[src/rtl/corr_bp_pkg.sv]
package corr_bp_pkg;

  // One step of a saturating up/down counter bounded by [0, top].
  function automatic int unsigned sat_step(int unsigned cur, logic up, int unsigned top);
    if (up) return (cur >= top) ? top : cur + 1;
    return (cur == 0) ? 0 : cur - 1;
  endfunction

  // Weakly-not-taken value for a counter of the given width.
  function automatic int unsigned weak_nt(int unsigned width);
    return (32'd1 << (width - 1)) - 1;
  endfunction

endpackage

[src/rtl/corr_bp_history.sv]
module corr_bp_history #(
  parameter int HIST_W = 2
) (
  input  logic              clk,
  input  logic              rst_n,
  input  logic              push,
  input  logic              push_taken,
  output logic [HIST_W-1:0] hist_q
);
  logic [HIST_W-1:0] hist_d;

  generate
    if (HIST_W == 1) begin : g_single
      assign hist_d = push_taken;
    end else begin : g_shift
      assign hist_d = {hist_q[HIST_W-2:0], push_taken};
    end
  endgenerate

  always_ff @(posedge clk or negedge rst_n) begin
    if (!rst_n)    hist_q <= '0;
    else if (push) hist_q <= hist_d;
  end
endmodule

[src/rtl/corr_bp_table.sv]
module corr_bp_table #(
  parameter int IDX_W = 10,
  parameter int CTR_W = 2
) (
  input  logic             clk,
  input  logic             rst_n,
  input  logic [IDX_W-1:0] rd_idx,
  output logic [CTR_W-1:0] rd_ctr,
  input  logic             wr_en,
  input  logic [IDX_W-1:0] wr_idx,
  input  logic             wr_taken,
  output logic [CTR_W-1:0] upd_old,
  output logic [CTR_W-1:0] upd_new
);
  import corr_bp_pkg::*;

  localparam int          ENTRIES = 1 << IDX_W;
  localparam int unsigned CTR_MAX = (32'd1 << CTR_W) - 1;
  localparam logic [CTR_W-1:0] INIT_VAL = CTR_W'(weak_nt(CTR_W));

  logic [CTR_W-1:0] ctr_mem [ENTRIES];

  assign rd_ctr  = ctr_mem[rd_idx];
  assign upd_old = ctr_mem[wr_idx];
  assign upd_new = CTR_W'(sat_step(32'(upd_old), wr_taken, CTR_MAX));

  always_ff @(posedge clk or negedge rst_n) begin
    if (!rst_n) begin
      for (int i = 0; i < ENTRIES; i++) ctr_mem[i] <= INIT_VAL;
    end else if (wr_en) begin
      ctr_mem[wr_idx] <= upd_new;
    end
  end
endmodule

[src/rtl/corr_branch_pred.sv]
module corr_branch_pred #(
  parameter int ADDR_W   = 32,
  parameter int ADDR_LSB = 2,
  parameter int ROW_W    = 8,
  parameter int HIST_W   = 2,
  parameter int CTR_W    = 2
) (
  input  logic              clk,
  input  logic              rst_n,
  input  logic [ADDR_W-1:0] pred_addr,
  output logic              pred_taken,
  output logic [HIST_W-1:0] pred_hist,
  input  logic              rslv_valid,
  input  logic [ADDR_W-1:0] rslv_addr,
  input  logic [HIST_W-1:0] rslv_hist,
  input  logic              rslv_taken
);
  localparam int IDX_W = ROW_W + HIST_W;

  // Address bits choose the row, history bits choose the counter within it.
  function automatic logic [IDX_W-1:0] make_idx(logic [ADDR_W-1:0] a, logic [HIST_W-1:0] h);
    return {a[ADDR_LSB +: ROW_W], h};
  endfunction

  logic [HIST_W-1:0] hist_q;
  logic [IDX_W-1:0]  pred_idx;
  logic [IDX_W-1:0]  upd_idx;
  logic [CTR_W-1:0]  rd_ctr;
  logic [CTR_W-1:0]  upd_old;
  logic [CTR_W-1:0]  upd_new;
  logic              unused_addr_bits;

  assign pred_idx = make_idx(pred_addr, hist_q);
  assign upd_idx  = make_idx(rslv_addr, rslv_hist);
  assign unused_addr_bits = ^{pred_addr, rslv_addr};

  corr_bp_history #(.HIST_W(HIST_W)) u_hist (
    .clk        (clk),
    .rst_n      (rst_n),
    .push       (rslv_valid),
    .push_taken (rslv_taken),
    .hist_q     (hist_q)
  );

  corr_bp_table #(.IDX_W(IDX_W), .CTR_W(CTR_W)) u_table (
    .clk      (clk),
    .rst_n    (rst_n),
    .rd_idx   (pred_idx),
    .rd_ctr   (rd_ctr),
    .wr_en    (rslv_valid),
    .wr_idx   (upd_idx),
    .wr_taken (rslv_taken),
    .upd_old  (upd_old),
    .upd_new  (upd_new)
  );

  // Upper half of the counter range means taken.
  assign pred_taken = rd_ctr[CTR_W-1];
  assign pred_hist  = hist_q;
endmodule

[config.mk]
export PLATFORM = sky130hd
export DESIGN_NAME = corr_branch_pred
export DESIGN_NICKNAME = d
export VERILOG_FILES = /design/src/rtl/corr_bp_pkg.sv /design/src/rtl/corr_bp_history.sv /design/src/rtl/corr_bp_table.sv /design/src/rtl/corr_branch_pred.sv
export SDC_FILE = /design/constraint.sdc
export NUM_CORES = 2
export LEC_CHECK = 0
export CAP_MARGIN = 40
export CORE_AREA = 2 2 429 601
export DETAILED_ROUTE_END_ITERATION = 7
export DIE_AREA = 0 0 431 603
export PLACE_DENSITY = 0.62
export SLEW_MARGIN = 10
export SYNTH_ARGS = -nofsm -noshare
export SYNTH_HDL_FRONTEND = slang
export SYNTH_SLANG_ARGS = --single-unit
[constraint.sdc]
create_clock -name clk -period 11.65 [get_ports clk]
set_clock_uncertainty 0.2 [all_clocks]
set_input_delay 1.165 -clock clk [delete_from_list [all_inputs] [get_ports clk]]
set_output_delay 1.165 -clock clk [all_outputs]
set_load 0.005 [all_outputs]
* Word level (Yosys, flattened, before mapping)
Cells that the tools add are included.
Widths: inputs -> output; s select.
** Storage, ports and cells
- Output and inout port bits :: 3
- Flip-flop bits (word level) :: 2050
- Bits of input ports :: 70
- Logic and storage cells :: 1049
** Cells by class
- $add $sub $neg :: 2
- Bitwise logic cells :: 2
- Order comparisons :: 4
- Mux-type cells :: 14
- Reduce and logical (&&, ||, !) cells :: 2
** Operators with widths (count)
- $bwmux 2048 :: 1
- $bmux 2 s10 :: 2
- $ge 11x11->1 const B :: 2
- $not 10->11 :: 2
- $demux 2 s10 :: 1
- $mux 2 :: 9
- $lt 11x1->1 const B :: 1
- $add 2x1->2 const B :: 1
- $ge 2x2->1 const B :: 1
- $logic_not 2->1 :: 1
- $sub 2x1->2 const B :: 1
- $logic_and 1x1->1 :: 1
- $mux 1 :: 1

* Depth between registers and ports, before layout
- Depth in word-level cells :: 9
- Gate-level depth with buffers :: 18
- Depth with buffers taken out :: 10

* Modules after synthesis
A second synthesis with hierarchy kept.
** Second synthesis, totals
- Cells, all modules :: 11215
- Area total of the unflattened synthesis :: 119598.5 um2
** By module, submodules not included
- corr_bp_table :: cells an instance 11211, instances 1, area each 119525.9 um2, sequential area each 52530.4 um2
- corr_bp_history :: cells an instance 4, instances 1, area each 72.6 um2, sequential area each 50.0 um2

* Worst setup path after synthesis
OpenSTA, ideal clock, no wires.
- Path kind :: in2out
- Start point :: input pred_addr[2]
- End point :: output pred_taken
- Slack :: 6.375 ns
- Data arrival time :: 3.910 ns
- Path buffers :: 3
- Data required time :: 10.285 ns
- Stages on the path :: 10
- Cell sequence :: buf_2 -> clkbuf_1 -> clkbuf_1 -> mux4_2 -> a221oi_1 -> o22ai_1 -> nor3_1 -> nor2_1 -> a211oi_1 -> nor2_1
** On the way
- Word-level cells in the longest chain between the ends :: 4
** Ends and longest elaborated chain
- from (decl) :: line corr_branch_pred.sv:10 : input logic [ADDR_W-1:0] pred_addr,
- $not 10->11 (implied by the code) :: line corr_bp_table.sv:23 : assign rd_ctr = ctr_mem[rd_idx];
- $bmux 2 s10 :: line corr_bp_table.sv:23
- $mux 2 (implied by the code) (2 in a row) :: line corr_bp_table.sv:23
- to (decl) :: line corr_branch_pred.sv:11 : output logic pred_taken,
No other way between the ends. The select of a mux whose other input is x is not followed.

* Final worst setup path
- Start point :: register u_hist.hist_q[0]
- End point :: output pred_taken
** On the way
- Word-level cells in the longest chain between the ends :: 4
** Ends and longest elaborated chain
- from (decl) :: line corr_bp_history.sv:8 : output logic [HIST_W-1:0] hist_q
- from (signal assigned) :: line corr_bp_history.sv:22 : else if (push) hist_q <= hist_d;
- $not 10->11 (implied by the code) :: line corr_bp_table.sv:23
- $bmux 2 s10 :: line corr_bp_table.sv:23
- $mux 2 (implied by the code) (2 in a row) :: line corr_bp_table.sv:23
No other way between the ends. The select of a mux whose other input is x is not followed.

==> results.toml <==
[status]
status = "finished, final reports clean"

[detailed_routing]
wire_per_inst_um = 27.2
wl_met2_um = 168000
routed_via_density = 6.00
remaining_drc_errors = 0
wl_met3_um = 29300
dr.first_iter.drc_count = 7763
met1_length_um = 137000
wl_um = 363000
highest_layer = "met5"
ant_nets = 0
firstDrtPassIters = 6
vias = 80084

[grt]
grt_usage = 0.275
grt.overflow.total = 0
grt_max_degree = 195
antenna_found_initial = 15
grt_pass1_vias = 79675
grt_pass1_wl_um = 535000

[logic_synthesis]
synth_top_area_cell = "dfstp_2"
ys_ff_latch = 2050
synth_area_leaders = "dfstp_2, dfrtp_1, nand2_1"
syn_inst = 10153
synth_edf_count = 0
ys_types = 58
yosys_warnings = 0
synthTopCellsByCount = "nand2_1, o21ai_0, dfrtp_1"
synth_top_area_frac = 0.265
avgSynthCellArea_um2 = 9.99
synth_area_um2 = 101000
synth.most_common_cell = "nand2_1"
yosys_most_used_dff = "dfrtp_1"
ys_async_sr_fraction = 1.00
synth_fp_nets = 10223
synth_seq_area_share = 0.518

[floorplanning]
die_x_um = 431
rows = 219
die_h_um = 603
die_area_um2 = 260000
start_util = 0.399
coreArea_um2 = 254000
ioPinCount = 73

[clock_network]
clockBufferDepth = 4
post_cts_resize_count = 0
clk_pin_slew_ps = 70
tritoncts = "done"
clk_latency_ps = 880
hold_buffers = 0
htreeDepth = 4
postCtsSetupRepairBufs = 0
cts_buffers = 199
clock_sink_count = 2050
clock-root-buffer = "clkbuf_16"

[worst_setup_path]
worst_path_largest_cell_delay_ps = 720
path_max_fanout = 33
required_ps = 10290
r2r-end = "u_table.ctr_mem[1339]$_DFFE_PN0P_"
reg2reg_slack_ps = 6700
crit_arrival_ps = 6330
critical_path.top_delay_family = "buffers and inverters"
rr_startpoint = "u_table.ctr_mem[232]$_DFFE_PN1P_"
reg2reg_depth = 12
critical_path.most_common_cell = "mux4_2"
worstSetupPathType = "register to output port"
path_cells = "buf_16 > buf_4 > mux4_2 > mux4_2 > a22o_1 > a221oi_1 > nor3_1 > or4_1 > a211oi_1 > nor2_1 > clkdlybuf4s50_1"
end_kind = "output port"
slowest_stage = "or4_1"
startpoint_type = "register"
path_buf_inv = 3

[finish]
instances_no_fill = 13343
area_delta_synth_final_pct = 10.3
nets = 9930
stdcell_area_um2 = 112000
drive_gt1_frac = 0.203
n_fill_cell = 23415

[pwr]
ir_worst_vdd_v = 0.000107
finalPower_w = 0.0155
p_leak_nw = 42.7
power_density_nw_per_um2 = 139

[place]
place_area_um2 = 105000
routabilityCongestion = 0.880
pre_cts_ws_ps = 3920
dpl.hpwl_um = 214000
dp_cells = 12969
place.port_buffers = 24

[timing]
hold_violations = 0
setup_viol = 0
setup-tns-final_ps = 0
tightest_slew_ps = 1060
max_freq_mhz = 130
rsz0062_at_grt = "no"
finalCriticalPeriod_ps = 7690
setup_slack_ps = 3960
period_share = 0.660
max_slew_margin = 0.295
drv_slew = 0

[hold_path]
hp-class = "input pin to async pin"

[run]
max_cap_violations = 0
-- cell usage in the layout (no fill, tap or decap), types with 16 or more instances in the layout --
cell,netlist,routed
a21oi_1,16,16
a22oi_1,43,43
buf_12,0,43
buf_16,0,21
buf_4,61,148
bufinv_16,0,18
clkbuf_1,415,45
clkbuf_16,0,204
clkbuf_8,0,47
clkinv_2,0,38
dfrtp_1,1026,1024
dfstp_2,1024,1024
mux2i_1,924,924
mux4_2,372,372
nand2_1,3125,3125
nand3_1,21,21
nor2_1,114,52
nor2_2,0,28
nor2_4,0,34
nor3_1,30,28
nor4_1,103,103
o21ai_0,1442,1442
o21ai_1,623,623
o22ai_1,439,439
-- final cells by class --
class	count	area (um^2)	share of cell area
timing repair buffer	240	2810	0.0251
clock buffer	296	5920	0.0529
sequential	2050	52600	0.470
multi-input combinational	7367	45600	0.408
inverter	2	7.51	0.0000671
antenna	6	15.0	0.000134
tap	3315	4150	0.0371
clock inverter	67	827	0.00739
-- metrics by stage --
stage	util	hold WS [ps]
floorplan	-	242
global placement	0.411	249
detailed placement	0.414	253
CTS	0.440	65.2
global route	0.441	103
finish	0.441	50.3
-- report_power, final --
group	leakage, nW	internal, W	switching, W
clock network	3.33	0.00391	0.00291
registers	24.9	0.00728	0.0000763
logic	14.5	0.000348	0.000989
-- metal layers --
metal / up-vias / GRT usage
li1: 35400 / -
met1: 39988 / 0.337
met2: 3537 / 0.436
met3: 1141 / 0.0548
met4: 18 / 0.194
met5: - / 0
-- cell families after synthesis --
logic type	count (synthesis)	synth area share
flip-flops	2050	0.518
adder cells (fa/ha/maj)	2	0.000222
AO/OA/AOI/OAI	2615	0.137
AND/OR/NAND/NOR	3452	0.133
buffers and inverters	736	0.0371
multiplexers	1298	0.174
-- worst max path at each step --
stage | end | startpoint | cells past startpoint
after floorplan | pred_taken | pred_addr[2] | 10
after global placement | u_table.ctr_mem[1323]$_DFFE_PN0P_ | rslv_hist[1] | 14
after detailed placement | u_table.ctr_mem[1163]$_DFFE_PN0P_ | rslv_hist[1] | 15
after CTS | pred_taken | u_hist.hist_q[0]$_DFFE_PN0P_ | 11
after global routing | pred_taken | u_hist.hist_q[0]$_DFFE_PN0P_ | 11
final | pred_taken | u_hist.hist_q[0]$_DFFE_PN0P_ | 11
-- worst reg2reg max path, cell delays in order (launching register included) --
cell,delay [ps]
dfstp_2,370
mux2i_1,160
o22ai_1,120
nor4_1,490
nand2_1,230
a22oi_1,560
o311ai_1,250
a2111oi_2,430
and4b_1,270
maj3_4,440
buf_16,290
buf_4,700
o21ai_0,260
-- sequential cells by signal (all words and copies together), names as in the netlist --
signal,flops
u_hist.hist_q,2
u_table.ctr_mem,2048
Note: power is estimated with default switching activity, not from simulation.
